$ cat config.mk
export PLATFORM = sky130hd
export DESIGN_NAME = byte_popout_stage
export DESIGN_NICKNAME = d
export VERILOG_FILES = /design/src/rtl/byte_popout_pkg.sv /design/src/rtl/byte_popout_counter.sv /design/src/rtl/byte_popout_store.sv /design/src/rtl/byte_popout_readport.sv /design/src/rtl/byte_popout_stage.sv
export SDC_FILE = /design/constraint.sdc
export NUM_CORES = 1
export LEC_CHECK = 0
export ABC_AREA = 1
export BUFFER_PORTS_ARGS = -buffer_cell sky130_fd_sc_hd__buf_2
export CORE_ASPECT_RATIO = 1.75
export CORE_MARGIN = 5
export CORE_UTILIZATION = 59
export CTS_CLUSTER_DIAMETER = 30
export DETAILED_ROUTE_END_ITERATION = 8
export PLACE_DENSITY = 0.86
export SYNTH_ARGS = -nofsm -noshare
export SYNTH_HDL_FRONTEND = slang
export SYNTH_HIERARCHICAL = 1
export SYNTH_SLANG_ARGS = --single-unit
$ cat constraint.sdc
create_clock -name clk -period 2.9 [get_ports clk]
set_input_delay 0.87 -clock clk [delete_from_list [all_inputs] [get_ports clk]]
set_output_delay 0.87 -clock clk [all_outputs]
set_load 0.03 [all_outputs]
$ cat src/rtl/byte_popout_pkg.sv
package byte_popout_pkg;
  typedef enum logic {
    MODE_BLOCK    = 1'b0,
    MODE_FEEDBACK = 1'b1
  } pop_mode_e;
endpackage

$ cat src/rtl/byte_popout_counter.sv
module byte_popout_counter #(
  parameter int NBYTES = 8,
  localparam int CNT_W = $clog2(NBYTES + 1)
) (
  input  logic             clk,
  input  logic             rst_n,
  input  logic             load_fire,
  input  logic [CNT_W-1:0] load_cnt,
  input  logic             pop_fire,
  output logic [CNT_W-1:0] cnt_q
);
  logic [CNT_W-1:0] cnt_d;
  logic             cnt_en;

  always_comb begin
    cnt_en = load_fire | pop_fire;
    cnt_d  = cnt_q;
    if (load_fire)     cnt_d = load_cnt;
    else if (pop_fire) cnt_d = cnt_q - CNT_W'(1);
  end

  always_ff @(posedge clk or negedge rst_n) begin
    if (!rst_n)      cnt_q <= '0;
    else if (cnt_en) cnt_q <= cnt_d;
  end

  a_r2_count_bound: assert property (@(posedge clk) disable iff (!rst_n)
    cnt_q <= CNT_W'(NBYTES));

  a_r3_pop_decrements: assert property (@(posedge clk) disable iff (!rst_n)
    (pop_fire && !load_fire) |=> (cnt_q == $past(cnt_q) - CNT_W'(1)));
endmodule

$ cat src/rtl/byte_popout_store.sv
module byte_popout_store #(
  parameter int DATA_W = 64,
  parameter int BYTE_W = 8
) (
  input  logic              clk,
  input  logic              rst_n,
  input  logic              load_fire,
  input  logic              narrow,
  input  logic [DATA_W-1:0] load_data,
  input  logic              pop_fire,
  output logic [BYTE_W-1:0] top_byte
);
  logic [DATA_W-1:0] data_q, data_d;
  logic              data_en;

  always_comb begin
    data_en = load_fire | pop_fire;
    data_d  = data_q;
    if (load_fire) begin
      if (narrow) data_d = {load_data[BYTE_W-1:0], {(DATA_W-BYTE_W){1'b0}}};
      else        data_d = load_data;
    end else if (pop_fire) begin
      data_d = {data_q[DATA_W-BYTE_W-1:0], {BYTE_W{1'b0}}};
    end
  end

  always_ff @(posedge clk or negedge rst_n) begin
    if (!rst_n)       data_q <= '0;
    else if (data_en) data_q <= data_d;
  end

  assign top_byte = data_q[DATA_W-1 -: BYTE_W];

  a_r3_shift_up: assert property (@(posedge clk) disable iff (!rst_n)
    (pop_fire && !load_fire) |=> (top_byte == $past(data_q[DATA_W-BYTE_W-1 -: BYTE_W])));
endmodule

$ cat src/rtl/byte_popout_readport.sv
module byte_popout_readport #(
  parameter int BYTE_W = 8
) (
  input  logic              clk,
  input  logic              rst_n,
  input  logic              rd_en,
  input  logic              have_byte,
  input  logic [BYTE_W-1:0] top_byte,
  output logic              pop_fire,
  output logic              rd_drive,
  output logic [BYTE_W-1:0] rd_data
);
  always_comb begin
    pop_fire = rd_en & have_byte;
    rd_drive = pop_fire;
    rd_data  = pop_fire ? top_byte : '0;
  end

  a_r7_quiet_when_empty: assert property (@(posedge clk) disable iff (!rst_n)
    !rd_drive |-> (rd_data == '0));
endmodule

$ cat src/rtl/byte_popout_stage.sv
module byte_popout_stage #(
  parameter int DATA_W = 64,
  parameter int BYTE_W = 8,
  localparam int NBYTES = DATA_W / BYTE_W,
  localparam int CNT_W  = $clog2(NBYTES + 1)
) (
  input  logic              clk,
  input  logic              rst_n,
  input  logic              load_valid,
  input  logic [DATA_W-1:0] load_data,
  input  logic              mode_sel,
  output logic              load_accept,
  input  logic              rd_en,
  output logic [BYTE_W-1:0] rd_data,
  output logic              rd_drive,
  output logic              full,
  output logic [CNT_W-1:0]  byte_cnt
);
  import byte_popout_pkg::*;

  pop_mode_e        mode;
  logic             narrow;
  logic [CNT_W-1:0] load_cnt;
  logic             pop_fire;
  logic [BYTE_W-1:0] top_byte;

  always_comb begin
    mode        = pop_mode_e'(mode_sel);
    narrow      = (mode == MODE_FEEDBACK);
    load_cnt    = narrow ? CNT_W'(1) : CNT_W'(NBYTES);
    full        = (byte_cnt != '0);
    load_accept = load_valid & ~full;
  end

  byte_popout_counter #(.NBYTES(NBYTES)) u_cnt (
    .clk(clk), .rst_n(rst_n), .load_fire(load_accept), .load_cnt(load_cnt),
    .pop_fire(pop_fire), .cnt_q(byte_cnt));

  byte_popout_store #(.DATA_W(DATA_W), .BYTE_W(BYTE_W)) u_store (
    .clk(clk), .rst_n(rst_n), .load_fire(load_accept), .narrow(narrow),
    .load_data(load_data), .pop_fire(pop_fire), .top_byte(top_byte));

  byte_popout_readport #(.BYTE_W(BYTE_W)) u_rd (
    .clk(clk), .rst_n(rst_n), .rd_en(rd_en), .have_byte(full),
    .top_byte(top_byte), .pop_fire(pop_fire), .rd_drive(rd_drive),
    .rd_data(rd_data));

  a_r6_refuse_when_full: assert property (@(posedge clk) disable iff (!rst_n)
    (load_valid && byte_cnt != '0) |-> !load_accept);

  a_r7_no_drive_empty: assert property (@(posedge clk) disable iff (!rst_n)
    (rd_en && byte_cnt == '0) |-> !rd_drive);

  a_r4_block_count: assert property (@(posedge clk) disable iff (!rst_n)
    (load_accept && !mode_sel) |=> (byte_cnt == CNT_W'(NBYTES)));

  a_r5_feedback_count: assert property (@(posedge clk) disable iff (!rst_n)
    (load_accept && mode_sel) |=> (byte_cnt == CNT_W'(1)));

  a_r8_last_read_empties: assert property (@(posedge clk) disable iff (!rst_n)
    (rd_drive && byte_cnt == CNT_W'(1)) |=> !full);
endmodule

======== After elaboration in Yosys (flattened, before gate mapping) ========
Cells that the tools add are included.
word-level totals
  bits in registers ....................... 68
  bits of input ports ..................... 69
  word-level logic and storage cells ...... 17
operators by class
  bitwise gates (word level) .............. 4
  add/subtract/negate cells ............... 1
  reduce and logical (&&, ||, !) cells .... 3
  mux-type cells .......................... 7
operators with widths
  kind                 count
  $mux 64              3
  $mux 4               3
  $mux 8               1
  $reduce_bool 4->1    1
  $sub 4x1->4 const B  1
  $and 1x1->1          2
  $reduce_and 2->1     1
  $reduce_bool 2->1    1
  $not 1->1            1
  $or 1x1->1           1

======== Depth between registers and ports, before layout ========
  word-level depth ........................ 5
  gate-level depth with buffers ........... 10

======== Modules after synthesis ========
The synthesis kept the hierarchy.
by module, submodules not included
  module                instances  seq. area each (um^2)  cells each  area an instance (um^2)
  byte_popout_store     1          1601.5                 509         3470.8
  byte_popout_counter   1          100.1                  29          229.0
  byte_popout_readport  1          0.0                    19          77.6
  byte_popout_stage     1          0.0                    7           28.8

======== Least setup slack after synthesis ========
Ideal clock, no wire load.
  kind .................................... register to output
  start ................................... reg u_cnt.cnt_q[1]
  end ..................................... out rd_data[0]
  cell stages (with the launch flop) ...... 5
  setup slack ............................. 0.513 ns
  arrival ................................. 1.517 ns
  required time ........................... 2.030 ns
  path buffers ............................ 0
  path through ............................ dfrtp_1 nor2_1 nand2_1 nand2_2 nor2_1
on the way
  longest elaborated chain between the ends .. 3
RTL lines
  item                    line                        source
  start, declared         byte_popout_counter.sv:10   output logic [CNT_W-1:0] cnt_q
  start signal, assigned  byte_popout_counter.sv:24   else if (cnt_en) cnt_q <= cnt_d;
  $reduce_bool 4->1       byte_popout_stage.sv:31     full = (byte_cnt != '0);
  named net full          byte_popout_stage.sv:16     output logic full,
  $and 1x1->1             byte_popout_readport.sv:14  pop_fire = rd_en & have_byte;
  $mux 8                  byte_popout_readport.sv:16  rd_data = pop_fire ? top_byte : '0;
  end, declared           byte_popout_stage.sv:14     output logic [BYTE_W-1:0] rd_data,
The timed path passes the listed nets, and every way through them passes these cells.

======== Final worst setup path ========
  start ................................... reg u_cnt.cnt_q[1]
  end ..................................... out rd_drive
on the way
  longest elaborated chain between the ends .. 2
RTL lines
  item               line                        source
  $reduce_bool 4->1  byte_popout_stage.sv:31
  $and 1x1->1        byte_popout_readport.sv:14
  end, declared      byte_popout_stage.sv:15     output logic rd_drive,
Every way passes these cells.

==> impl_metrics.toml <==
[worst_setup_path]
critPathBufInv = 2
critPathArrivalTime_ns = 1.52
critPathLaunchType = "register"
critPathRequiredTime_ns = 2.03
rrSetupSlack_ns = 0.88
worstRegToRegCells = 10
cp-startpoint = "u_cnt/cnt_q[1]$_DFFE_PN0P_"
crit_slowest_cell = "dfrtp_1"
max_stage_delay_ns = 0.43
worstPathMaxFanout = 9
path_cells = "nor2_1 > nand2_1 > nand2_2 > inv_1 > buf_2"
r2r_start = "u_cnt/cnt_q[1]$_DFFE_PN0P_"
critical_path.top_delay_family = "simple AND/OR/NAND/NOR gates"
end_kind = "output pin"
path_class = "reg -> out"
rr_endpoint = "u_store/data_q[57]$_DFFE_PN0P_"

[global_route]
antenna_found_initial = 0
first_global_vias = 3483
grt_util_all_layers_pct = 23.9
grt_overflow_total = 0
grt_max_degree = 57
grt_pass1_wl_um = 15700

[power_and_ir_drop]
power.leakage_nw = 2.70
ir_worst_vdd_v = 0.000624
powerDensity_nw_per_um2 = 898

[sta]
finalClockSkew_ns = 0.00928
rsz0062_at_grt = "no"
hold_violations = 0
fmax_ghz = 0.419
max_slew_margin_pct = 46.8
setup_viol = 0
fin_crit_sh_pct = 82.3
tightest_slew_ns = 0.796
fin_setup_tns_ns = 0
timing.hold.ws_ns = 0.482
period_needed_ns = 2.39
slew_violations = 0

[clock_tree]
cts_hold_buf = 0
cts-root-buf = "clkbuf_8"
clock_sinks = 68
clkLatencyLatePin_ns = 0.35
postCtsSetupRepairBufs = 0
clkSlewWorstSetupHoldPaths_ns = 0.08
clock_path_buffers = 2
cts_resized = 0
h-tree-depth = 3
tritoncts = "yes"
cts_inserted_buffers = 9

[flow_run]
cap_viol_max_count = 0

[place]
place_congestion = 0.870
dp_hpwl_um = 6530
place_area_um2 = 4150
dp.cells = 696
portBuffers = 83

[hold_path]
holdPathStages = 2
holdPathEnd = "u_store/data_q[40]$_DFFE_PN0P_"
min-delay-path-class = "reg -> reg"
min_from = "u_store/data_q[40]$_DFFE_PN0P_"

[cells_and_area]
final_cell_mix = "nand2_1 (303), buf_2 (83), dfrtp_1 (68)"
fin_cells = 712
areaGrowthSynthToFinish_pct = 15.6
fillers = 539
layout_commonest_cell = "nand2_1"
num_antenna_cells = 0
design_area_um2 = 4400
final_layout_size_suffix_gt1_share_pct = 18.5
nNetsFinal = 697

[detailed_routing]
routed_wl_um = 9420
vias = 3660
viasPerCell = 5.14
wl_per_cell_um = 13.2
drt-initial-drc-count = 277
first_pass_iters = 5
ant_nets = 0
drc = 0

[floorplanning]
die_h_um = 116
rows = 38
ios = 84
die_w_um = 70.7
core_area_um2 = 6230
start_util_pct = 61.1
die_area_um2 = 8220

[run_status]
status = "finished, final reports clean"

[yosys]
syn_area_per_cell_um2 = 6.75
syn_inst = 564
ys_ff_latch = 68
yosys_warnings = 6
synth_seq_area_share_pct = 44.7
ys_types = 22
netlist_area_um2 = 3810
-- kinds of logic (layout without fill, tap and decap cells) --
kind of cell	after synthesis	after routing	share of synthesized area (%)
AND/OR/NAND/NOR	404	404	42.2
buffers and inverters	84	151	11.5
flip-flops	68	68	44.7
AO/OA/AOI/OAI	5	5	0.888
adder cells (fa/ha/maj)	1	1	0.329
other	1	2	0.0985
XOR/XNOR	1	1	0.230
-- layout make-up --
| cell class | instances | area [µm²] | area share [%] |
|---|---|---|---|
| clock inverter | 6 | 111 | 2.53 |
| tap | 80 | 100 | 2.28 |
| timing repair buffer | 92 | 508 | 11.5 |
| inverter | 43 | 161 | 3.67 |
| clock buffer | 10 | 138 | 3.13 |
| sequential | 68 | 1700 | 38.7 |
| multi-input combinational | 413 | 1680 | 38.2 |
-- tightest hold or removal path, stage by stage (launching register included) --
cell and delay, ns:
dfrtp_1 0.34, nand2_1 0.05, nand2_1 0.05
-- where the power goes --
group,internal (mW),switching (mW),total [mW]
logic,0.490,0.983,1.47
clock network,0.594,0.368,0.962
registers,1.29,0.221,1.51
-- per-layer routing --
metal	part of all wire, %	GRT usage, %	vias to the layer above
li1	-	-	1812
met1	38	29.0	1665
met2	52	41.5	159
met3	6.3	4.57	24
met4	3.1	9.91	0
met5	0	0	-
-- worst max path at each step --
stage / slack [ns] / to / depth (start not counted)
global placement: 0.57 / u_store/data_q[9]$_DFFE_PN0P_ / 9
CTS: 0.49 / rd_drive / 5
finish: 0.51 / rd_drive / 5
floorplan: 0.51 / rd_data[0] / 4
global route: 0.39 / rd_drive / 5
detailed placement: 0.56 / u_store/data_q[9]$_DFFE_PN0P_ / 9
-- stage by stage --
| step | setup WS (ns) | power, mW | utilization, % |
|---|---|---|---|
| finish | 0.513 | 3.95 | 70.6 |
| global route | 0.394 | 4.24 | 70.6 |
| CTS | 0.487 | 3.95 | 70.6 |
| detailed placement | 0.560 | 2.98 | 66.6 |
| global placement | 0.567 | 2.92 | 66.6 |
| floorplan | 0.513 | 2.69 | - |
-- synthesized netlist by cell type --
cell      instances  share of area [%]
ha_1              1               0.33
nand2_1         303                 30
a21boi_1          1               0.20
conb_1            1              0.099
o22ai_1           1               0.16
buf_2            12                1.6
clkbuf_1          4               0.39
xnor2_1           1               0.23
buf_4            21                4.1
a22oi_1           1               0.20
nand3b_1          1               0.20
nand2_2           2               0.33
dfrtp_1          68                 45
o211ai_1          1               0.20
nor2_2            3               0.49
buf_6             4                1.2
o21ai_0           1               0.13
inv_1            39                3.8
inv_2             4               0.39
nand3_1          58                7.6
nor2_1           36                3.6
nor3_1            1               0.13
-- registers in the layout, summed over array words and instances, names as in the netlist --
name            cells
u_store/data_q     64
u_cnt/cnt_q         4
No activity file was read; power rests on OpenSTA's default activity.
